[src/rtl/iec_fmt_pkg.sv]
package iec_fmt_pkg;
    localparam int WORD_W      = 32;
    localparam int AUD_W       = 24;
    localparam int BIT_CS      = 26;
    localparam int BIT_PAR     = 27;
    localparam int BIT_BLK     = 28;
    localparam int PRE_SHIFT   = 4;
    localparam int PRE_BLK_SRC = 3;

    typedef enum logic {
        MODE_PCM = 1'b0,
        MODE_PRE = 1'b1
    } fmt_mode_t;

    typedef enum logic {
        ST_EMPTY = 1'b0,
        ST_FULL  = 1'b1
    } hold_state_t;
endpackage

[src/rtl/iec_frame_tracker.sv]
module iec_frame_tracker #(
    parameter int FRAMES = 192,
    parameter int MAX_CH = 8,
    localparam int FRAME_W = $clog2(FRAMES),
    localparam int CH_W    = $clog2(MAX_CH),
    localparam int CNT_W   = $clog2(MAX_CH + 1)
) (
    input  logic               clk,
    input  logic               rst_n,
    input  logic               restart,
    input  logic               step,
    input  logic [CNT_W-1:0]   chan_count,
    output logic [FRAME_W-1:0] frame_idx,
    output logic [CH_W-1:0]    chan_idx,
    output logic               block_first
);
    logic [FRAME_W-1:0] frame_q;
    logic [CH_W-1:0]    chan_q;
    logic               last_ch;
    logic               last_frame;

    assign last_ch    = (CNT_W'(chan_q) == (chan_count - CNT_W'(1)));
    assign last_frame = (frame_q == FRAME_W'(FRAMES - 1));

    always_ff @(posedge clk or negedge rst_n) begin
        if (!rst_n) begin
            frame_q <= '0;
            chan_q  <= '0;
        end else if (restart) begin
            frame_q <= '0;
            chan_q  <= '0;
        end else if (step) begin
            if (last_ch) begin
                chan_q  <= '0;
                frame_q <= last_frame ? '0 : frame_q + FRAME_W'(1);
            end else begin
                chan_q <= chan_q + CH_W'(1);
            end
        end
    end

    assign frame_idx   = frame_q;
    assign chan_idx    = chan_q;
    assign block_first = (frame_q == '0) && (chan_q == '0);
endmodule

[src/rtl/iec_cs_lookup.sv]
module iec_cs_lookup #(
    parameter int SEED_BYTES = 4,
    parameter int FRAMES     = 192,
    parameter int MAX_CH     = 8,
    parameter int PATCH_BYTE = 2,
    localparam int SEED_BITS = SEED_BYTES * 8,
    localparam int SEL_W     = $clog2(SEED_BITS),
    localparam int FRAME_W   = $clog2(FRAMES),
    localparam int CH_W      = $clog2(MAX_CH),
    localparam int NUM_W     = 4
) (
    input  logic                 clk,
    input  logic                 rst_n,
    input  logic                 seed_load,
    input  logic [SEED_BITS-1:0] seed_data,
    input  logic [FRAME_W-1:0]   frame_idx,
    input  logic [CH_W-1:0]      chan_idx,
    output logic                 cs_bit
);
    logic [SEED_BITS-1:0] seed_q;
    logic [SEED_BITS-1:0] patched;
    logic [NUM_W-1:0]     chan_num;

    always_ff @(posedge clk or negedge rst_n) begin
        if (!rst_n) begin
            seed_q <= '0;
        end else if (seed_load) begin
            seed_q <= seed_data;
        end
    end

    assign chan_num = NUM_W'(chan_idx) + NUM_W'(1);

    // One seed byte gets its upper nibble replaced by the channel number.
    for (genvar b = 0; b < SEED_BYTES; b++) begin : g_byte
        if (b == PATCH_BYTE) begin : g_patch
            assign patched[b*8 +: 8] = {chan_num, seed_q[b*8 +: 4]};
        end else begin : g_plain
            assign patched[b*8 +: 8] = seed_q[b*8 +: 8];
        end
    end

    assign cs_bit = (frame_idx < FRAME_W'(SEED_BITS)) ? patched[frame_idx[SEL_W-1:0]] : 1'b0;
endmodule

[src/rtl/iec_word_packer.sv]
module iec_word_packer
    import iec_fmt_pkg::*;
(
    input  logic              pcm_mode,
    input  logic [WORD_W-1:0] in_word,
    input  logic              cs_bit,
    input  logic              blk,
    output logic [WORD_W-1:0] out_word
);
    always_comb begin
        out_word = '0;
        if (pcm_mode) begin
            out_word[AUD_W-1:0] = in_word[AUD_W-1:0];
            out_word[BIT_CS]    = cs_bit;
            out_word[BIT_BLK]   = blk;
            out_word[BIT_PAR]   = ^out_word[BIT_PAR-1:0];
        end else begin
            out_word          = in_word >> PRE_SHIFT;
            out_word[BIT_BLK] = in_word[PRE_BLK_SRC];
        end
    end
endmodule

[src/rtl/iec_subframe_fmt.sv]
module iec_subframe_fmt
    import iec_fmt_pkg::*;
#(
    parameter int FRAMES     = 192,
    parameter int MAX_CH     = 8,
    parameter int MIN_CH     = 2,
    parameter int SEED_BYTES = 4,
    parameter int PATCH_BYTE = 2,
    localparam int SEED_BITS = SEED_BYTES * 8,
    localparam int CNT_W     = $clog2(MAX_CH + 1),
    localparam int FRAME_W   = $clog2(FRAMES),
    localparam int CH_W      = $clog2(MAX_CH)
) (
    input  logic                 clk,
    input  logic                 rst_n,
    input  logic                 restart,
    input  logic                 cfg_mode,
    input  logic [CNT_W-1:0]     cfg_chans,
    input  logic                 seed_load,
    input  logic [SEED_BITS-1:0] seed_data,
    input  logic                 in_valid,
    output logic                 in_ready,
    input  logic [WORD_W-1:0]    in_data,
    output logic                 out_valid,
    input  logic                 out_ready,
    output logic [WORD_W-1:0]    out_data
);
    fmt_mode_t          mode_q;
    logic [CNT_W-1:0]   count_q;
    hold_state_t        state_q;
    hold_state_t        state_d;
    logic               accept;
    logic               pcm_active;
    logic [FRAME_W-1:0] frame_idx;
    logic [CH_W-1:0]    chan_idx;
    logic               block_first;
    logic               cs_bit;
    logic [WORD_W-1:0]  packed_word;
    logic [WORD_W-1:0]  data_q;

    function automatic logic [CNT_W-1:0] clamp_count(input logic [CNT_W-1:0] v);
        if (v < CNT_W'(MIN_CH))      return CNT_W'(MIN_CH);
        else if (v > CNT_W'(MAX_CH)) return CNT_W'(MAX_CH);
        else                         return v;
    endfunction

    // Configuration is sampled on restart only.
    always_ff @(posedge clk or negedge rst_n) begin
        if (!rst_n) begin
            mode_q  <= MODE_PCM;
            count_q <= CNT_W'(MIN_CH);
        end else if (restart) begin
            mode_q  <= fmt_mode_t'(cfg_mode);
            count_q <= clamp_count(cfg_chans);
        end
    end

    assign pcm_active = (mode_q == MODE_PCM);

    // State register.
    always_ff @(posedge clk or negedge rst_n) begin
        if (!rst_n) state_q <= ST_EMPTY;
        else        state_q <= state_d;
    end

    // Next state and handshake outputs.
    always_comb begin
        state_d  = state_q;
        in_ready = 1'b0;
        if (restart) begin
            state_d = ST_EMPTY;                    // flush
        end else begin
            unique case (state_q)
                ST_EMPTY: begin
                    in_ready = 1'b1;
                    if (in_valid) state_d = ST_FULL;   // load
                end
                ST_FULL: begin
                    in_ready = out_ready;              // chain or stall
                    if (out_ready && !in_valid) state_d = ST_EMPTY;  // drain
                end
                default: state_d = ST_EMPTY;
            endcase
        end
    end

    assign accept    = in_valid && in_ready;
    assign out_valid = (state_q == ST_FULL);
    assign out_data  = data_q;

    iec_frame_tracker #(
        .FRAMES (FRAMES),
        .MAX_CH (MAX_CH)
    ) u_track (
        .clk         (clk),
        .rst_n       (rst_n),
        .restart     (restart),
        .step        (accept),
        .chan_count  (count_q),
        .frame_idx   (frame_idx),
        .chan_idx    (chan_idx),
        .block_first (block_first)
    );

    iec_cs_lookup #(
        .SEED_BYTES (SEED_BYTES),
        .FRAMES     (FRAMES),
        .MAX_CH     (MAX_CH),
        .PATCH_BYTE (PATCH_BYTE)
    ) u_cs (
        .clk       (clk),
        .rst_n     (rst_n),
        .seed_load (seed_load),
        .seed_data (seed_data),
        .frame_idx (frame_idx),
        .chan_idx  (chan_idx),
        .cs_bit    (cs_bit)
    );

    iec_word_packer u_pack (
        .pcm_mode (pcm_active),
        .in_word  (in_data),
        .cs_bit   (cs_bit),
        .blk      (block_first),
        .out_word (packed_word)
    );

    always_ff @(posedge clk or negedge rst_n) begin
        if (!rst_n)      data_q <= '0;
        else if (accept) data_q <= packed_word;
    end
endmodule

[config.mk]
export PLATFORM = sky130hd
export DESIGN_NAME = iec_subframe_fmt
export DESIGN_NICKNAME = d
export VERILOG_FILES = /design/src/rtl/iec_fmt_pkg.sv /design/src/rtl/iec_frame_tracker.sv /design/src/rtl/iec_cs_lookup.sv /design/src/rtl/iec_word_packer.sv /design/src/rtl/iec_subframe_fmt.sv
export SDC_FILE = /design/constraint.sdc
export NUM_CORES = 1
export LEC_CHECK = 0
export ABC_AREA = 1
export BUFFER_PORTS_ARGS = -buffer_cell sky130_fd_sc_hd__buf_2
export CORE_MARGIN = 5
export CORE_UTILIZATION = 53
export CTS_BUF_LIST = sky130_fd_sc_hd__clkbuf_4 sky130_fd_sc_hd__clkbuf_8 sky130_fd_sc_hd__clkbuf_16
export CTS_CLUSTER_SIZE = 8
export DETAILED_ROUTE_END_ITERATION = 10
export MAX_ROUTING_LAYER = met4
export PLACE_DENSITY = 0.8
export SYNTH_ARGS = -nofsm -noshare
export SYNTH_HDL_FRONTEND = slang
export SYNTH_SLANG_ARGS = --single-unit
export TNS_END_PERCENT = 100
[constraint.sdc]
create_clock -name clk -period 2.45 [get_ports clk]
set_clock_uncertainty 0.05 [all_clocks]
set_input_delay 0.49 -clock clk [delete_from_list [all_inputs] [get_ports clk]]
set_output_delay 0.49 -clock clk [all_outputs]
set_load 0.01 [all_outputs]
==> results.json, run 1 <==
{
  "slew_violations": 0,
  "hold_buffers": 0,
  "io_buffers": 101,
  "synth_seq_area_share_pct": 43.9,
  "ys.flop_type": "dfrtp_1",
  "synth.top_cell.area_share_pct": 43.3,
  "grt_max_degree": 40,
  "post-route-period-util_pct": 85.5,
  "fin_crit_ns": 2.09,
  "end_kind": "register",
  "drt_first_pass_iters": 5,
  "drive_gt1_share_pct": 20.9,
  "worstPathArrival_ns": 2.29,
  "antennaDiodeCount": 0,
  "syn_inst": 585,
  "worstMarginPinSlew_ns": 0.713,
  "clock-sinks": 74,
  "ir_drop_uv": 358,
  "vias": 4010,
  "cp.required_ns": 2.64,
  "post_cts_resized": 0,
  "die_w_um": 99.2,
  "cts_inserted_buffers": 9,
  "r2r_start": "u_track.frame_idx[1]",
  "ys_async_sr_fraction_pct": 100,
  "final_util_pct": 64.8,
  "die_h_um": 99.2,
  "drt_iter0_drc": 173,
  "grt.met2_usage_pct": 35.0,
  "top_usage_layer": "met2",
  "drt-total-wl_mm": 10.1,
  "die_area_um2": 9850,
  "grtUsageMet1_pct": 28.4,
  "startpoint_type": "register",
  "use_met3_pct": 4.00,
  "setup_viol_count_final": 0,
  "grt_pass1_wl_mm": 17.4,
  "grt_pass1_vias": 3898,
  "final_cells": 785,
  "cp-startpoint": "u_track.frame_idx[1]",
  "grt_overflow": 0,
  "hold_slack_ns": 0.0382,
  "layout-area-overhead-vs-synth_pct": 18.7,
  "powerDensity_nw_per_um2": 694,
  "place.detailed.hpwl_mm": 7.48,
  "netlist_area_um2": 4220,
  "rows": 32,
  "leakage_nw": 2.71,
  "syn_avg_cell_area_um2": 7.22,
  "holdCritPathClass": "in2async",
  "cts_tree": "built",
  "tns_ns": 0,
  "yosys-top-cells-area": "dfrtp_1 43%, nand2_1 18%, o21ai_0 7.6%, inv_1 5.8%, nor2_1 3.8%",
  "synth_edf_count": 0,
  "status": "complete, no violations",
  "place_congestion": 0.839,
  "path_max_fanout": 12,
  "finalPower_mw": 3.48,
  "root_buffer": "clkbuf_8",
  "yosysTopAreaCell": "dfrtp_1",
  "ant_nets": 0,
  "relSlewSlack_pct": 52.4,
  "viasPerCell": 5.11,
  "cts.path.max_buffers": 2,
  "path_class": "reg2reg",
  "fmax_mhz": 477,
  "synth.distinct_cells": 38,
  "clk_pin_slew_ns": 0.09,
  "htree_num_levels": 3,
  "yosysWarnings": 0,
  "avgRoutedWirePerCell_um": 12.8,
  "final_nets": 758,
  "postCtsSetupBuffers": 0,
  "antenna_found_initial": 0,
  "hold_violations": 0,
  "core_um2": 7730,
  "clock_latency_ns": 0.35,
  "ys_ff_latch": 74,
  "drc": 0,
  "drv_cap": 0,
  "dp.cells": 769,
  "grt_usage_pct": 21.7,
  "io_pins": 109,
  "rsz0062_at_grt": "no",
  "start_util_pct": 54.6
}
worst max-delay path: stages (launching register included):
cell	delay (ns)
dfrtp_1	0.64
clkinv_1	0.39
nand3_1	0.18
nand2_1	0.08
a21oi_2	0.12
nand2_1	0.06
nand3_1	0.07
nand2_1	0.10
nand3_1	0.09
nand3_1	0.08
nand2_1	0.09
nand2_1	0.04
kinds of logic (layout without fill, tap and decap cells):
| group | after synthesis | after routing | synth area share (%) |
|---|---|---|---|
| xor gates and xnor gates | 12 | 12 | 2.49 |
| adders and majority gates | 5 | 5 | 1.48 |
| DFF | 74 | 74 | 43.9 |
| AOI/OAI and AO/OA | 96 | 96 | 12.4 |
| other | 1 | 3 | 0.0888 |
| and+or+nand+nor | 295 | 295 | 28.5 |
| buffers and inverters | 97 | 193 | 9.81 |
| muxes | 5 | 5 | 1.33 |
final cells by class:
class / count / area (um2)
fillers: 689 / 2720
multi-input cells: 416 / 1960
flip-flops and latches: 74 / 1850
repair buffers: 107 / 566
inverters: 70 / 263
clock buffers: 11 / 151
well taps: 102 / 128
clock inverters: 5 / 85.1
routing by layer:
layer / up-vias / part of all wire (%)
met5: - / 0
met1: 1866 / 44
li1: 2015 / -
met3: 11 / 5.9
met4: 0 / 1.2
met2: 118 / 49
sequential cells by signal, summed over array words and instances (netlist names):
name and count:
mode_q 1, u_track.frame_idx 8, out_valid 1, u_cs.seed_q 28, count_q 4, out_data 29, u_track.chan_idx 3
Yosys cell counts (4+ instances only):
library cell and number:
buf_2 6, inv_2 4, o21ai_1 5, nor3_1 5
ha_1 5, a21oi_1 11, inv_1 65, clkbuf_1 14
dfrtp_1 73, o31ai_1 10, xnor2_1 6, nor2_1 43
nand3_1 30, o21ai_0 64, mux2_2 5, nand2_1 205
xor2_1 6
path summary, 6_finish.rpt:
kind	cells after the start	to	slack, ns
max	11	out_data[27]	0.36
min	1	u_cs.seed_q[10]	0.04
max reg2reg	11	out_data[27]	0.36
min reg2reg	2	out_data[14]	0.43
max in group asynchronous	2	out_data[25]	1.73
min in group clk	3	u_cs.seed_q[0]	0.29
cells in the final DEF, fill, tap and decap left out, types with 2 or more instances in the layout:
cell type,instances
o21ai_1,5
xnor2_1,6
nand4_1,2
buf_4,6
nand3_2,3
xor2_1,6
nand2_1,204
bufinv_16,2
clkbuf_8,11
conb_1,3
o31ai_1,10
nand2_2,3
nand3_1,30
nor2_1,43
o21ai_0,64
ha_1,5
inv_2,4
buf_2,100
dfrtp_1,73
mux2_2,5
a21oi_1,11
inv_1,65
nor3_1,5
report_power, final:
part	switching [mW]	internal (mW)
Combinational	0.536	0.347
Sequential	0.111	1.38
Clock	0.473	0.635
Total	1.12	2.36
metrics by stage:
step                      worst slack [ns]  area (um2)
after detailed placement             0.383        4770
after CTS                            0.346        5010
final                                0.355        5010
after global placement               0.431        4770
after floorplan                      0.678        4230
after global routing                 0.163        5010
Note: power is estimated with default switching activity, not from simulation.
==> inputs of run 2 (changes only) <==
--- a/config.mk
+++ b/config.mk
@@ -8,12 +8,13 @@
 export ABC_AREA = 1
 export BUFFER_PORTS_ARGS = -buffer_cell sky130_fd_sc_hd__buf_2
 export CORE_MARGIN = 5
-export CORE_UTILIZATION = 53
+export CORE_UTILIZATION = 40
 export CTS_BUF_LIST = sky130_fd_sc_hd__clkbuf_4 sky130_fd_sc_hd__clkbuf_8 sky130_fd_sc_hd__clkbuf_16
 export CTS_CLUSTER_SIZE = 8
 export DETAILED_ROUTE_END_ITERATION = 10
 export MAX_ROUTING_LAYER = met4
-export PLACE_DENSITY = 0.8
+export PLACE_DENSITY = 0.63
+export RECOVER_POWER = 25
 export SYNTH_ARGS = -nofsm -noshare
 export SYNTH_HDL_FRONTEND = slang
 export SYNTH_SLANG_ARGS = --single-unit
==> run 2 against run 1 <==
  * Sequential power about the same
  * Flip-flop and latch count unchanged
  * Die area increased by 29%
  * Critical endpoint is now u_track.frame_idx[6]
  * Largest power group unchanged
==> results.json, run 2 (synthesis gave the netlist of run 1 again) <==
{
  "layout_common_cells": "204 x nand2_1, 100 x buf_2, 73 x dfrtp_1",
  "grt_pass1_wl_mm": 17.5,
  "antenna_found_initial": 0,
  "path_max_fanout": 10,
  "grt_pass1_vias": 3799,
  "layout-area-overhead-vs-synth_pct": 19.1,
  "startpoint_type": "register",
  "relSlewSlack_pct": 35.7,
  "holdCritPathClass": "in2async",
  "end_kind": "register",
  "place_ws_ns": 0.562,
  "fill_cells": 1046,
  "io_buffers": 101,
  "drc": 0,
  "grt_max_degree": 39,
  "start_util_pct": 40.9,
  "tns_ns": 0,
  "worstPathArrival_ns": 2.10,
  "regArea_um2": 1850,
  "final_nets": 760,
  "cp.required_ns": 2.65,
  "post-route-period-util_pct": 77.4,
  "cts.path.max_buffers": 2,
  "drt_first_pass_iters": 4,
  "hold_slack_ns": 0.204,
  "clock_latency_ns": 0.36,
  "powerDensity_nw_per_um2": 676,
  "viasPerCell": 4.85,
  "leakage_nw": 2.71,
  "die_area_um2": 12700,
  "die_w_um": 113,
  "status": "complete, no violations",
  "antennaDiodeCount": 0,
  "setup_viol_count_final": 0,
  "final_common_cell": "nand2_1",
  "clk_pin_slew_ns": 0.08,
  "fmax_mhz": 528,
  "rsz0062_at_grt": "no",
  "grt_usage_pct": 17.2,
  "drt_iter0_drc": 333,
  "multi_input_area_um2": 1960,
  "core_um2": 10300,
  "worst_slack_ns": 0.555,
  "final_cells": 821,
  "final_cell_area_um2": 5030,
  "place.detailed.hpwl_mm": 7.76,
  "fin_crit_ns": 1.90,
  "worstMarginPinSlew_ns": 0.965,
  "ir_drop_uv": 268,
  "hold_buffers": 0,
  "cts_tree": "built",
  "clock-sinks": 74,
  "cts_inserted_buffers": 9,
  "rows": 37,
  "vias": 3984,
  "place_congestion": 0.854,
  "dp.cells": 805,
  "die_h_um": 113,
  "finalPower_mw": 3.40,
  "hold_violations": 0,
  "drt-total-wl_mm": 10.4,
  "avgRoutedWirePerCell_um": 12.7,
  "placed_area_um2": 4830,
  "drive_gt1_share_pct": 21.2,
  "ant_nets": 0,
  "root_buffer": "clkbuf_8",
  "path_class": "reg2reg",
  "post_cts_resized": 0,
  "io_pins": 109,
  "final_util_pct": 48.7,
  "postCtsSetupBuffers": 0,
  "largest_reg_flops": 29,
  "drv_cap": 0,
  "grt_overflow": 0,
  "slew_violations": 0,
  "htree_num_levels": 3
}
==> run 2: cell count changes in the layout (fill, tap and decap cells not counted) <==
cell | before | now
clkbuf_2 | 0 | 2
clkinv_2 | 0 | 2
buf_12 | 1 | 0
buf_4 | 6 | 7
bufinv_16 | 2 | 1
clkbuf_8 | 11 | 12
clkinvlp_4 | 1 | 0
inv_6 | 1 | 0
==> run 2: worst max-delay path, cell delays in order (launching register included) <==
cell     delay [ns]
dfstp_2        0.52
inv_1          0.06
ha_1           0.20
xnor2_1        0.16
xor2_1         0.16
nand3_1        0.12
nand2_2        0.09
nand2_4        0.09
nor2_1         0.13
o21ai_0        0.10
o211a_1        0.11
==> run 2: layout make-up <==
cell class / count / area share (%)
tap: 136 / 3.38
inverter: 70 / 5.23
multi-input combinational: 416 / 39.1
clock buffer: 12 / 3.29
sequential: 74 / 36.9
clock inverter: 4 / 0.971
timing repair buffer: 109 / 11.2
==> run 2: worst paths after layout <==
kind / start / endpoint / slack [ns] / cells after the start
max: count_q[1] / u_track.frame_idx[6] / 0.55 / 10
min: rst_n / u_cs.seed_q[11] / 0.20 / 1
max reg2reg: count_q[1] / u_track.frame_idx[6] / 0.55 / 10
min reg2reg: out_data[7] / out_data[7] / 0.43 / 2
max in group asynchronous: rst_n / out_data[7] / 0.67 / 2
min in group clk: seed_data[11] / u_cs.seed_q[11] / 0.28 / 3
==> run 2: layer usage <==
layer | global-route usage (%) | wire, um | share of wire, % | vias to the layer above
li1 | - | - | - | 2022
met1 | 23.0 | 4910 | 47 | 1860
met2 | 26.3 | 4810 | 46 | 94
met3 | 3.42 | 538 | 5.2 | 8
met4 | 6.01 | 133 | 1.3 | 0
met5 | - | 0 | 0 | -
==> run 2: report_power, final <==
group | internal (mW) | switching (mW)
combinational | 0.351 | 0.548
clock | 0.552 | 0.469
sequential | 1.38 | 0.101
